--- src/rtl/irq_router_pkg.sv ---
package irq_router_pkg;

  localparam int unsigned SRC_W  = 32;
  localparam int unsigned LVL_W  = 16;
  localparam int unsigned IDX_W  = 3;
  localparam int unsigned MASTER = 31;
  localparam logic [SRC_W-1:0] DIS_VALID = 32'hF05D_FF80;

  typedef enum logic [IDX_W-1:0] {
    IDX_PEND = 3'd0,
    IDX_DIS  = 3'd1,
    IDX_ENA  = 3'd2,
    IDX_DSET = 3'd3,
    IDX_TGT  = 3'd4
  } reg_idx_e;

  // processor level carried by each source line; 0 means unused
  function automatic logic [3:0] src_level(input int unsigned b);
    case (b)
      0, 7:              src_level = 4'd2;
      1, 8:              src_level = 4'd3;
      2, 9:              src_level = 4'd5;
      3, 10:             src_level = 4'd7;
      4, 11, 21:         src_level = 4'd9;
      5, 12, 22:         src_level = 4'd11;
      6, 13, 17:         src_level = 4'd13;
      14, 15:            src_level = 4'd12;
      16:                src_level = 4'd6;
      18:                src_level = 4'd4;
      19:                src_level = 4'd10;
      20:                src_level = 4'd8;
      27, 28, 29, 30:    src_level = 4'd15;
      default:           src_level = 4'd0;
    endcase
  endfunction

  function automatic logic [SRC_W-1:0] used_mask();
    logic [SRC_W-1:0] m;
    m = '0;
    for (int unsigned b = 0; b < SRC_W; b++) m[b] = (src_level(b) != 4'd0);
    return m;
  endfunction

  function automatic logic [SRC_W-1:0] top_level_mask();
    logic [SRC_W-1:0] m;
    m = '0;
    for (int unsigned b = 0; b < SRC_W; b++) m[b] = (src_level(b) == 4'd15);
    return m;
  endfunction

endpackage

--- src/rtl/irq_router_regs.sv ---
module irq_router_regs
  import irq_router_pkg::*;
#(
  parameter int unsigned NCPU = 4,
  localparam int unsigned TW  = (NCPU > 1) ? $clog2(NCPU) : 1
) (
  input  logic             clk,
  input  logic             rst_n,
  input  logic [SRC_W-1:0] src_i,
  input  logic             bus_valid_i,
  input  logic             bus_we_i,
  input  logic [IDX_W-1:0] bus_addr_i,
  input  logic [SRC_W-1:0] bus_wdata_i,
  output logic [SRC_W-1:0] bus_rdata_o,
  output logic [SRC_W-1:0] pend_o,
  output logic [SRC_W-1:0] dis_o,
  output logic [TW-1:0]    tgt_o
);

  localparam logic [SRC_W-1:0] USED = used_mask();

  logic [SRC_W-1:0] pend_q, pend_d;
  logic [SRC_W-1:0] dis_q, dis_d;
  logic [TW-1:0]    tgt_q, tgt_d;
  logic [SRC_W-1:0] rd_q, rd_d;
  logic             dis_en, tgt_en, rd_en;
  logic             wr, rd;
  logic [SRC_W-1:0] wmask;

  always_comb begin
    wr     = bus_valid_i && bus_we_i;
    rd     = bus_valid_i && !bus_we_i;
    wmask  = bus_wdata_i & DIS_VALID;
    pend_d = src_i & USED;
    dis_en = 1'b0;
    dis_d  = dis_q;
    tgt_en = 1'b0;
    tgt_d  = bus_wdata_i[TW-1:0];
    if (wr && bus_addr_i == IDX_ENA) begin
      dis_en = 1'b1;
      dis_d  = dis_q & ~wmask;
    end
    if (wr && bus_addr_i == IDX_DSET) begin
      dis_en = 1'b1;
      dis_d  = dis_q | wmask;
    end
    if (wr && bus_addr_i == IDX_TGT) tgt_en = 1'b1;
    rd_en = rd;
    case (bus_addr_i)
      IDX_PEND: rd_d = pend_q;
      IDX_DIS:  rd_d = dis_q & DIS_VALID;
      IDX_TGT:  rd_d = {{(SRC_W-TW){1'b0}}, tgt_q};
      default:  rd_d = '0;
    endcase
  end

  always_ff @(posedge clk or negedge rst_n) begin
    if (!rst_n) begin
      pend_q <= '0;
      dis_q  <= DIS_VALID;
      tgt_q  <= '0;
      rd_q   <= '0;
    end else begin
      pend_q <= pend_d;
      if (dis_en) dis_q <= dis_d;
      if (tgt_en) tgt_q <= tgt_d;
      if (rd_en)  rd_q  <= rd_d;
    end
  end

  assign pend_o      = pend_q;
  assign dis_o       = dis_q;
  assign tgt_o       = tgt_q;
  assign bus_rdata_o = rd_q;

  // disable register moves only on writes to index 2 or 3
  assert_dis_hold_R3: assert property (@(posedge clk) disable iff (!rst_n)
    !(bus_valid_i && bus_we_i && (bus_addr_i == IDX_ENA || bus_addr_i == IDX_DSET))
    |=> $stable(dis_q));

  // a disable-set write leaves every requested valid bit set
  assert_dis_set_R3: assert property (@(posedge clk) disable iff (!rst_n)
    (bus_valid_i && bus_we_i && bus_addr_i == IDX_DSET)
    |=> ((dis_q & $past(bus_wdata_i & DIS_VALID)) == $past(bus_wdata_i & DIS_VALID)));

  // target changes only on a write to index 4
  assert_tgt_hold_R4: assert property (@(posedge clk) disable iff (!rst_n)
    !(bus_valid_i && bus_we_i && bus_addr_i == IDX_TGT) |=> $stable(tgt_q));

  // read data holds between reads
  assert_rdata_hold_R9: assert property (@(posedge clk) disable iff (!rst_n)
    !(bus_valid_i && !bus_we_i) |=> $stable(bus_rdata_o));

endmodule

--- src/rtl/irq_router_map.sv ---
module irq_router_map
  import irq_router_pkg::*;
(
  input  logic [SRC_W-1:0] pend_i,
  input  logic [SRC_W-1:0] dis_i,
  output logic [LVL_W-1:0] hard_lvl_o,
  output logic             bcast15_o
);

  localparam logic [SRC_W-1:0] TOP15 = top_level_mask();

  logic [SRC_W-1:0] live;
  logic [LVL_W-1:0] contrib [SRC_W];

  assign live = pend_i & ~dis_i;

  for (genvar s = 0; s < SRC_W; s++) begin : g_src
    localparam logic [3:0] L = src_level(s);
    if (L != 4'd0) begin : g_used
      assign contrib[s] = live[s] ? (LVL_W'(1) << L) : '0;
    end else begin : g_unused
      assign contrib[s] = '0;
    end
  end

  always_comb begin
    hard_lvl_o = '0;
    for (int s = 0; s < SRC_W; s++) hard_lvl_o = hard_lvl_o | contrib[s];
  end

  assign bcast15_o = |(pend_i & TOP15);

  // no source ever produces level 0
  always_comb assert_no_lvl0_R5: assert (hard_lvl_o[0] == 1'b0);

endmodule

--- src/rtl/irq_router_route.sv ---
module irq_router_route
  import irq_router_pkg::*;
#(
  parameter int unsigned NCPU = 4,
  localparam int unsigned TW  = (NCPU > 1) ? $clog2(NCPU) : 1
) (
  input  logic                  clk,
  input  logic                  rst_n,
  input  logic [LVL_W-1:0]      hard_lvl_i,
  input  logic                  bcast15_i,
  input  logic                  master_off_i,
  input  logic [TW-1:0]         tgt_i,
  output logic [NCPU*LVL_W-1:0] cpu_lvl_o
);

  logic [NCPU-1:0] top_bits;

  for (genvar c = 0; c < NCPU; c++) begin : g_cpu
    logic             is_tgt;
    logic [LVL_W-1:0] lvl;
    assign is_tgt = (tgt_i == TW'(c));
    always_comb begin
      lvl = '0;
      if (!master_off_i) begin
        if (is_tgt) lvl = hard_lvl_i;
        lvl[LVL_W-1] = lvl[LVL_W-1] | bcast15_i;
      end
    end
    assign cpu_lvl_o[c*LVL_W +: LVL_W] = lvl;
    assign top_bits[c] = lvl[LVL_W-1];

    // only the target sees levels 1 to 14
    assert_nontarget_quiet_R6: assert property (@(posedge clk) disable iff (!rst_n)
      !is_tgt |-> (cpu_lvl_o[c*LVL_W+1 +: LVL_W-2] == '0));
  end

  // level 15 is identical on every CPU
  assert_top_uniform_R7: assert property (@(posedge clk) disable iff (!rst_n)
    (top_bits == '0) || (top_bits == '1));

endmodule

--- src/rtl/irq_router.sv ---
module irq_router
  import irq_router_pkg::*;
#(
  parameter int unsigned NCPU = 4
) (
  input  logic                  clk,
  input  logic                  rst_n,
  input  logic [31:0]           src_i,
  input  logic                  bus_valid_i,
  input  logic                  bus_we_i,
  input  logic [2:0]            bus_addr_i,
  input  logic [31:0]           bus_wdata_i,
  output logic [31:0]           bus_rdata_o,
  output logic [NCPU*16-1:0]    cpu_level_o
);

  localparam int unsigned TW = (NCPU > 1) ? $clog2(NCPU) : 1;

  logic [SRC_W-1:0] pend, dis;
  logic [TW-1:0]    tgt;
  logic [LVL_W-1:0] hard_lvl;
  logic             bcast15;

  irq_router_regs #(.NCPU(NCPU)) u_regs (
    .clk(clk), .rst_n(rst_n), .src_i(src_i),
    .bus_valid_i(bus_valid_i), .bus_we_i(bus_we_i),
    .bus_addr_i(bus_addr_i), .bus_wdata_i(bus_wdata_i),
    .bus_rdata_o(bus_rdata_o),
    .pend_o(pend), .dis_o(dis), .tgt_o(tgt)
  );

  irq_router_map u_map (
    .pend_i(pend), .dis_i(dis),
    .hard_lvl_o(hard_lvl), .bcast15_o(bcast15)
  );

  irq_router_route #(.NCPU(NCPU)) u_route (
    .clk(clk), .rst_n(rst_n),
    .hard_lvl_i(hard_lvl), .bcast15_i(bcast15),
    .master_off_i(dis[MASTER]), .tgt_i(tgt),
    .cpu_lvl_o(cpu_level_o)
  );

  // master disable silences every CPU
  assert_master_off_R8: assert property (@(posedge clk) disable iff (!rst_n)
    dis[MASTER] |-> (cpu_level_o == '0));

  // an unused source line never shows as pending
  assert_unused_never_pending_R1: assert property (@(posedge clk) disable iff (!rst_n)
    (pend[31] == 1'b0) && (pend[26:23] == 4'b0));

endmodule

--- config.mk ---
export PLATFORM = sky130hd
export DESIGN_NAME = irq_router
export DESIGN_NICKNAME = d
export VERILOG_FILES = /design/src/rtl/irq_router_pkg.sv /design/src/rtl/irq_router_regs.sv /design/src/rtl/irq_router_map.sv /design/src/rtl/irq_router_route.sv /design/src/rtl/irq_router.sv
export SDC_FILE = /design/constraint.sdc
export NUM_CORES = 1
export LEC_CHECK = 0
export CAP_MARGIN = 20
export CELL_PAD_IN_SITES_DETAIL_PLACEMENT = 0
export CELL_PAD_IN_SITES_GLOBAL_PLACEMENT = 2
export CORE_AREA = 3 3 123 125
export DETAILED_ROUTE_END_ITERATION = 10
export DIE_AREA = 0 0 126 128
export PLACE_DENSITY_LB_ADDON = 0.05
export SKIP_CTS_REPAIR_TIMING = 1
export SLEW_MARGIN = 40
export SYNTH_ARGS = -nofsm -noshare
export SYNTH_HDL_FRONTEND = slang
export SYNTH_SLANG_ARGS = --single-unit
--- constraint.sdc ---
create_clock -name clk -period 1.7 [get_ports clk]
set_clock_uncertainty 0.15 [all_clocks]
set_input_delay 0.255 -clock clk [delete_from_list [all_inputs] [get_ports clk]]
set_output_delay 0.255 -clock clk [all_outputs]
set_load 0.01 [all_outputs]
==> impl_metrics.yaml, run 1 <==
clocking:
  root_buffer: "clkbuf_16"
  clock_path_buffers: 2
  clk_latency_ns: 0.34
  cts_inserted_buffers: 9
  clkSinkCount: 75
  clkTransAtPathRegs_ns: 0.06
  htreeDepth: 3
  cts_tree: "built"
synth:
  synth.largest_area_cell: "dfrtp_1"
  synth_cell_types: 32
  synth.area.top_cells: "dfrtp_1, dfstp_2, nor2_1"
  avgSynthCellArea_sq_um: 11.1
  synth_most_common_cell: "dfrtp_1"
  async_reset_ff_share_pct: 100
  synth_seq_area_share_pct: 56.6
  synthCells: 303
  syn_area_sq_um: 3350
  yosys_warnings: 0
  synth_seq_cells: 75
  synth_edf_count: 0
  yosysTopAreaCellShare_pct: 42.5
  ys.flop_type: "dfrtp_1"
  synth_common_cells: "dfrtp_1, nor2_1, nand2_1"
finish:
  diodes: 0
  nets: 557
  area_delta_synth_final_pct: 65.0
  design_area_sq_um: 5530
  drive_above_1_share_pct: 44.6
  fillers: 1437
timing:
  hold_ws_ns: 0.0513
  fin_ws_ns: -0.282
  max_freq_ghz: 0.505
  finalCritPeriodShare_pct: 117
  period_needed_ns: 1.98
  rsz0062_at_grt: "true"
  finalHoldViolCount: 0
  drv_slew: 0
  setup_viol: 52
status:
  violations: "negative setup slack"
  status: "finished with violations"
global_routing:
  grt_max_degree: 29
  grt_pass1_vias: 2954
  grtUsageTotal_pct: 13.8
  grt_pass1_wl_um: 16800
  grt_antenna_before_repair: 0
  overflow: 0
power_and_ir_drop:
  p_per_area_nw_per_um2: 1050
  p_leak_nw: 2.73
  vdd_drop_max_uv: 485
worst_setup_path:
  criticalPathCategory: "flop to primary output"
  arrival_ns: 1.58
  cp_max_fo: 9
  cp-end-kind: "primary output"
  worstPathRequired_ns: 1.29
  critPathLaunchType: "flop"
routing:
  dr.pass1.iters: 4
  drt-initial-drc-count: 112
  viasPerCell: 4.17
  drc: 0
  via_count: 2795
  drt_wl_total_um: 11000
  wl_per_cell_um: 16.4
  antenna_left: 0
floorplanning:
  design.die.area_sq_um: 16100
  dieWidth_um: 126
  placementRows: 43
  coreArea_sq_um: 14000
  initial_core_util_pct: 24.0
  die_h_um: 128
  io_pins: 167
place:
  place_area_sq_um: 5180
  place.gp.congestion: 0.759
  portBuffers: 133
  hpwl_um: 8140
worst_hold_path:
  hp-class: "input port to flop"
job:
  maxCapViolCount: 0
## kinds of logic (layout without fill, tap and decap cells)
| family | after synthesis | in the layout | share of synthesized area, % |
|---|---|---|---|
| simple gates | 98 | 98 | 12.9 |
| buf+inv | 44 | 217 | 8.17 |
| mux | 29 | 29 | 9.03 |
| compound gates | 56 | 56 | 13.2 |
| other cells | 1 | 16 | 0.112 |
| flops | 75 | 75 | 56.6 |
## where the power goes
part / switching (mW) / internal (mW) / total (mW)
clock: 0.775 / 1.18 / 1.95
sequential: 0.118 / 2.05 / 2.17
combinational: 0.808 / 0.904 / 1.71
## critical path: stages (launching register included)
cell	delay, ns
dfrtp_1	0.41
or3b_4	0.44
buf_12	0.17
nor2_1	0.08
clkbuf_2	0.13
## layer usage
metal | share of wire [%] | track usage [%] | wire length [um]
met3 | 6.7 | 5.33 | 740
met4 | 1.1 | 3.97 | 126
met5 | 0 | 0 | 0
met2 | 49 | 22.0 | 5410
met1 | 43 | 17.4 | 4730
## cell usage in the layout (no fill, tap or decap), types with 11 or more instances in the layout
cell,count
clkbuf_2,12
conb_1,16
buf_4,38
dlymetal6s2s_1,12
a21oi_2,11
buf_6,18
nor2_2,21
clkdlybuf4s50_1,67
buf_2,37
nand2_1,30
dfrtp_1,57
nor2_1,26
dfstp_2,18
mux2i_1,19
## stage by stage
step / utilization (%) / std cells / power, mW / setup WS [ns] / setup TNS (ns)
after floorplan: - / 318 / 2.86 / 0.00746 / 0
after global placement: 37.0 / 647 / 3.86 / -0.419 / -21.39
after detailed placement: 37.0 / 647 / 3.87 / -0.442 / -22.25
after CTS: 39.2 / 663 / 5.88 / -0.820 / -35.15
after global routing: 39.6 / 671 / 6.18 / -0.347 / -13.60
final: 39.6 / 671 / 5.83 / -0.282 / -9.88
## path summary, 6_finish.rpt
check,slack (ns),start,end,depth (start not counted)
worst max-delay path,-0.28,u_regs.tgt_o[1],cpu_level_o[23],4
worst min-delay path,0.05,bus_addr_i[0],u_regs.bus_rdata_o[0],2
worst max register to register,0.47,flop,u_regs.bus_rdata_o[31],4
worst min register to register,0.32,u_regs.bus_rdata_o[19],u_regs.bus_rdata_o[19],2
max in group asynchronous,0.59,rst_n,asynchronous set/reset pin,3
min in group asynchronous,0.24,rst_n,u_regs.bus_rdata_o[7],2
## final cells by class
class                           instances  area (sq um)  area share (%)
Sequential cell                        75          1900            34.3
Timing Repair Buffer                  191          1680            30.4
Multi-Input combinational cell        199          1380            25.0
Clock buffer                           10           239            4.32
Tap cell                              180           225            4.07
Clock inverter                          6          63.8            1.15
Inverter                               10          37.5           0.678
No activity file was read; power rests on OpenSTA's default activity.
==> run 2, diff against run 1 <==
Settings changed: CORE_AREA 3 3 123 125 to 2 2 122 124, DIE_AREA 0 0 126 128 to 0 0 124 126.
==> run 2 against run 1 <==
- the run still ends with negative setup slack left
- worst setup slack got worse by 0.15 ns
- utilization increased by 0.74 points
- register-to-register slack improved by 0.02 ns
- sequential cell count is the same
- clock-buffer cell count increased by 2
- maximum frequency is 7.1% lower
- power grew 3.3%
- non-clock buffer count up 12
- cell count up 2.5%
- critical path depth grew 3
- wire length up 0.20%
==> impl_metrics.yaml, run 2 (synthesis results as in run 1) <==
floorplanning:
  design.die.area_sq_um: 15600
  initial_core_util_pct: 23.4
  die_h_um: 126
  coreArea_sq_um: 14300
  placementRows: 44
  dieWidth_um: 124
  io_pins: 167
global_routing:
  grtUsageTotal_pct: 14.0
  grt_max_degree: 30
  grt_pass1_wl_um: 16000
  grt_antenna_before_repair: 0
  grt_pass1_vias: 2830
  overflow: 0
place:
  place_inst: 647
  portBuffers: 133
  place.gp.congestion: 0.718
  hpwl_um: 7820
job:
  maxCapViolCount: 0
clocking:
  clkTransAtPathRegs_ns: 0.06
  clock_path_buffers: 2
  htreeDepth: 3
  cts_inserted_buffers: 9
  cts_tree: "built"
  root_buffer: "clkbuf_16"
  clkSinkCount: 75
  clk_latency_ns: 0.34
timing:
  fin_ws_ns: -0.432
  finalHoldViolCount: 0
  rsz0062_at_grt: "true"
  setup_viol: 52
  period_needed_ns: 2.13
  max_freq_ghz: 0.469
  hold_ws_ns: 0.198
  drv_slew: 0
  finalCritPeriodShare_pct: 125
status:
  status: "finished with violations"
  violations: "negative setup slack"
worst_setup_path:
  arrival_ns: 1.73
  path_cells: "buf_4, nand3b_1, buf_6, buf_6, buf_6, nor2_1, buf_2"
  critPathLaunchType: "flop"
  cp-end-kind: "primary output"
  worstPathRequired_ns: 1.29
  cp_max_fo: 4
  criticalPathCategory: "flop to primary output"
  max_stage_delay_ns: 0.39
  crit_slowest_cell: "dfrtp_2"
  cp_common_cell: "buf_6"
routing:
  drt_wl_total_um: 11000
  drt-initial-drc-count: 77
  viasPerCell: 4.14
  wl_per_cell_um: 16.0
  via_count: 2850
  dr.pass1.iters: 4
  drc: 0
  antenna_left: 0
finish:
  diodes: 0
  stdcell_count: 688
  final_cell_mix: "clkdlybuf4s50_1, dfrtp_1, buf_4, buf_6, nand2_1"
  area_delta_synth_final_pct: 72.0
  fillers: 1448
  layout_commonest_cell: "clkdlybuf4s50_1"
  drive_above_1_share_pct: 46.0
  nets: 570
  post-route-util_pct: 40.3
power_and_ir_drop:
  p_per_area_nw_per_um2: 1040
  p_leak_nw: 2.74
  vdd_drop_max_uv: 499
worst_hold_path:
  hp-class: "input port to flop"
## run 2: changes by cell type in the layout (fill, tap and decap cells not counted), moves of 4 or more
cell             before  now
buf_6                18   33
buf_2                37   28
nor2_4                6   14
nor2_1               26   20
buf_4                38   42
clkdlybuf4s50_1      67   71
dlymetal6s2s_1       12    8
## run 2: path summary, 6_finish.rpt
kind                                              from                    endpoint  slack [ns]  cells past startpoint
worst max-delay path                   u_regs.tgt_o[1]             cpu_level_o[56]       -0.43                      7
min in group asynchronous                        rst_n            u_regs.pend_o[0]        0.25                      2
max in group asynchronous                        rst_n  asynchronous set/reset pin        0.58                      3
worst max register to register                    flop                        flop        0.49                      5
worst min register to register  u_regs.bus_rdata_o[13]      u_regs.bus_rdata_o[13]        0.32                      2
worst min-delay path                         src_i[22]           u_regs.pend_o[22]        0.20                      1
## run 2: power by group
group / leakage [nW] / total [mW] / switching, mW / internal, mW
Sequential: 0.906 / 2.18 / 0.119 / 2.06
Combinational: 1.69 / 1.95 / 0.893 / 1.05
Clock: 0.139 / 1.90 / 0.729 / 1.17
## run 2: through the flow
step	area, sq um	worst slack (ns)	TNS (ns)	power [mW]
6_report	5770	-0.432	-14.53	6.03
5_1_grt	5770	-0.545	-18.23	6.36
4_1_cts	5430	-0.840	-36.25	5.79
3_5_place_dp	5140	-0.456	-25.35	3.83
3_3_place_gp	5140	-0.430	-24.87	3.82
2_1_floorplan	3410	0.00746	0	2.86
## run 2: area by class of cell
type | count | area [sq um] | area share, %
well taps | 184 | 230 | 3.99
multi-input cells | 200 | 1430 | 24.9
clock buffers | 12 | 246 | 4.27
inverters | 10 | 37.5 | 0.651
repair buffers | 203 | 1870 | 32.4
flip-flops and latches | 75 | 1900 | 33.0
clock inverters | 4 | 50.0 | 0.868
## run 2: critical path, delay by kind of cell, from the launching register on
| family | cells | cell delay [ns] |
|---|---|---|
| buffers and inverters | 5 | 0.71 |
| AND/OR/NAND/NOR | 2 | 0.29 |
| flip-flops | 1 | 0.39 |
## run 2: metal layers
metal  up-vias  part of all wire, %  routed length, um  track usage (%)
met3         7                  8.2                909             6.25
met5         -                    0                  0                0
met4         0                 0.95                105             3.77
li1       1389                    -                  -                -
met2        95                   45               5000             20.9
met1      1359                   45               5010             18.3
==> run 3, diff against run 2 <==
Settings changed: CORE_AREA 2 2 122 124 to 2 2 130 132, DIE_AREA 0 0 124 126 to 0 0 132 134.
Clock period 1.7 ns to 1.9 ns, I/O delays scaled along.
==> run 3 against run 2 <==
- the flow still finishes with violations (negative setup slack)
- die area increased by 13%
- sequential power is 11% lower
- non-clock buffer count decreased by 18
- worst setup slack improved by 0.22 ns
==> impl_metrics.yaml, run 3 (synthesis results as in run 1) <==
routing:
  via_count: 2774
  antenna_left: 0
  drc: 0
  viasPerCell: 3.93
  drt-initial-drc-count: 67
  drt_wl_total_um: 11200
  wl_per_cell_um: 15.9
  dr.pass1.iters: 3
finish:
  diodes: 0
  nets: 551
  drive_above_1_share_pct: 42.5
  layout_commonest_cell: "clkdlybuf4s50_1"
  design_area_sq_um: 5610
  area_delta_synth_final_pct: 67.4
  final_cell_mix: "clkdlybuf4s50_1, dfrtp_1, buf_2, nand2_1, buf_4"
power_and_ir_drop:
  p_per_area_nw_per_um2: 950
  vdd_drop_max_uv: 450
  p_leak_nw: 2.55
status:
  status: "finished with violations"
  violations: "negative setup slack"
job:
  maxCapViolCount: 0
clocking:
  htreeDepth: 3
  clock_path_buffers: 2
  clkTransAtPathRegs_ns: 0.06
  root_buffer: "clkbuf_16"
  clk_latency_ns: 0.34
  clkSinkCount: 75
  cts_tree: "built"
  cts_inserted_buffers: 9
timing:
  max_freq_ghz: 0.472
  rsz0062_at_grt: "true"
  setup_viol: 48
  fin_ws_ns: -0.217
  drv_slew: 0
  period_needed_ns: 2.12
  hold_ws_ns: 0.120
  finalCritPeriodShare_pct: 111
  finalHoldViolCount: 0
  tns_ns: -5.45
global_routing:
  grt_antenna_before_repair: 0
  grt_pass1_vias: 2884
  grt_pass1_wl_um: 17200
  overflow: 0
  grtUsageTotal_pct: 13.0
  grt_max_degree: 76
floorplanning:
  coreArea_sq_um: 16300
  dieWidth_um: 132
  io_pins: 167
  placementRows: 47
  initial_core_util_pct: 20.6
  design.die.area_sq_um: 17700
  die_h_um: 134
place:
  hpwl_um: 8080
  place.gp.congestion: 0.675
  post-place-ws_ns: -0.256
  portBuffers: 133
  place_area_sq_um: 5130
worst_setup_path:
  worstPathRequired_ns: 1.46
  arrival_ns: 1.68
  cp_max_fo: 3
  cp-end-kind: "primary output"
  critPathLaunchType: "flop"
  criticalPathCategory: "flop to primary output"
worst_hold_path:
  hp-class: "input port to flop"
run 3: cell types whose count changed in the layout (fill, tap and decap cells not counted), moves of 3 or more:
cell and change:
buf_4 -12, buf_6 -8, clkbuf_2 -8, clkdlybuf4s50_1 +8, buf_2 +7, nor2_1 +7
dlymetal6s2s_1 -4, nor2_2 -4, a21oi_1 -3, a21oi_2 +3, nor2_4 -3
run 3: area by class of cell:
cell class | count | area [sq um]
repair buffers | 185 | 1680
flip-flops and latches | 75 | 1900
inverters | 10 | 37.5
well taps | 220 | 275
multi-input cells | 199 | 1410
fillers | 1704 | 10700
clock buffers | 13 | 270
clock inverters | 3 | 43.8
run 3: metal layers:
layer  global-route usage (%)  up-vias  part of all wire (%)
met2                     19.9       85                    46
met5                        0        -                     0
met4                     5.62        0                   1.8
met3                     3.67       14                   5.7
li1                         -     1349                     -
met1                     17.3     1326                    47
run 3: power breakdown:
part / switching (mW) / leakage (nW) / total, mW / internal, mW
logic: 0.747 / 1.49 / 1.58 / 0.832
clock network: 0.684 / 0.156 / 1.81 / 1.13
registers: 0.105 / 0.908 / 1.94 / 1.84
total: 1.54 / 2.55 / 5.33 / 3.80
run 3: final timing paths:
path	slack (ns)	end	start	cells past startpoint
worst max-delay path	-0.22	cpu_level_o[56]	flop	7
worst min-delay path	0.12	u_regs.bus_rdata_o[31]	bus_addr_i[0]	3
worst max register to register	0.69	flop	flop	5
worst min register to register	0.33	u_regs.bus_rdata_o[28]	u_regs.bus_rdata_o[28]	2
max in group asynchronous	0.87	asynchronous set/reset pin	rst_n	3
min in group asynchronous	0.36	u_regs.pend_o[0]	rst_n	3
run 3: worst max-delay path: stages, from the launching register on:
cell,delay [ns]
dfstp_2,0.37
buf_6,0.11
nand3b_1,0.23
buf_4,0.18
buf_6,0.12
buf_6,0.12
nor2_2,0.09
buf_2,0.13
run 3: metrics by stage:
stage	util (%)	total power [mW]	cells
final	34.5	5.33	705
after global routing	34.5	5.64	705
after CTS	33.4	5.26	693
after detailed placement	31.5	3.40	677
after global placement	31.5	3.40	677
after floorplan	-	2.56	318
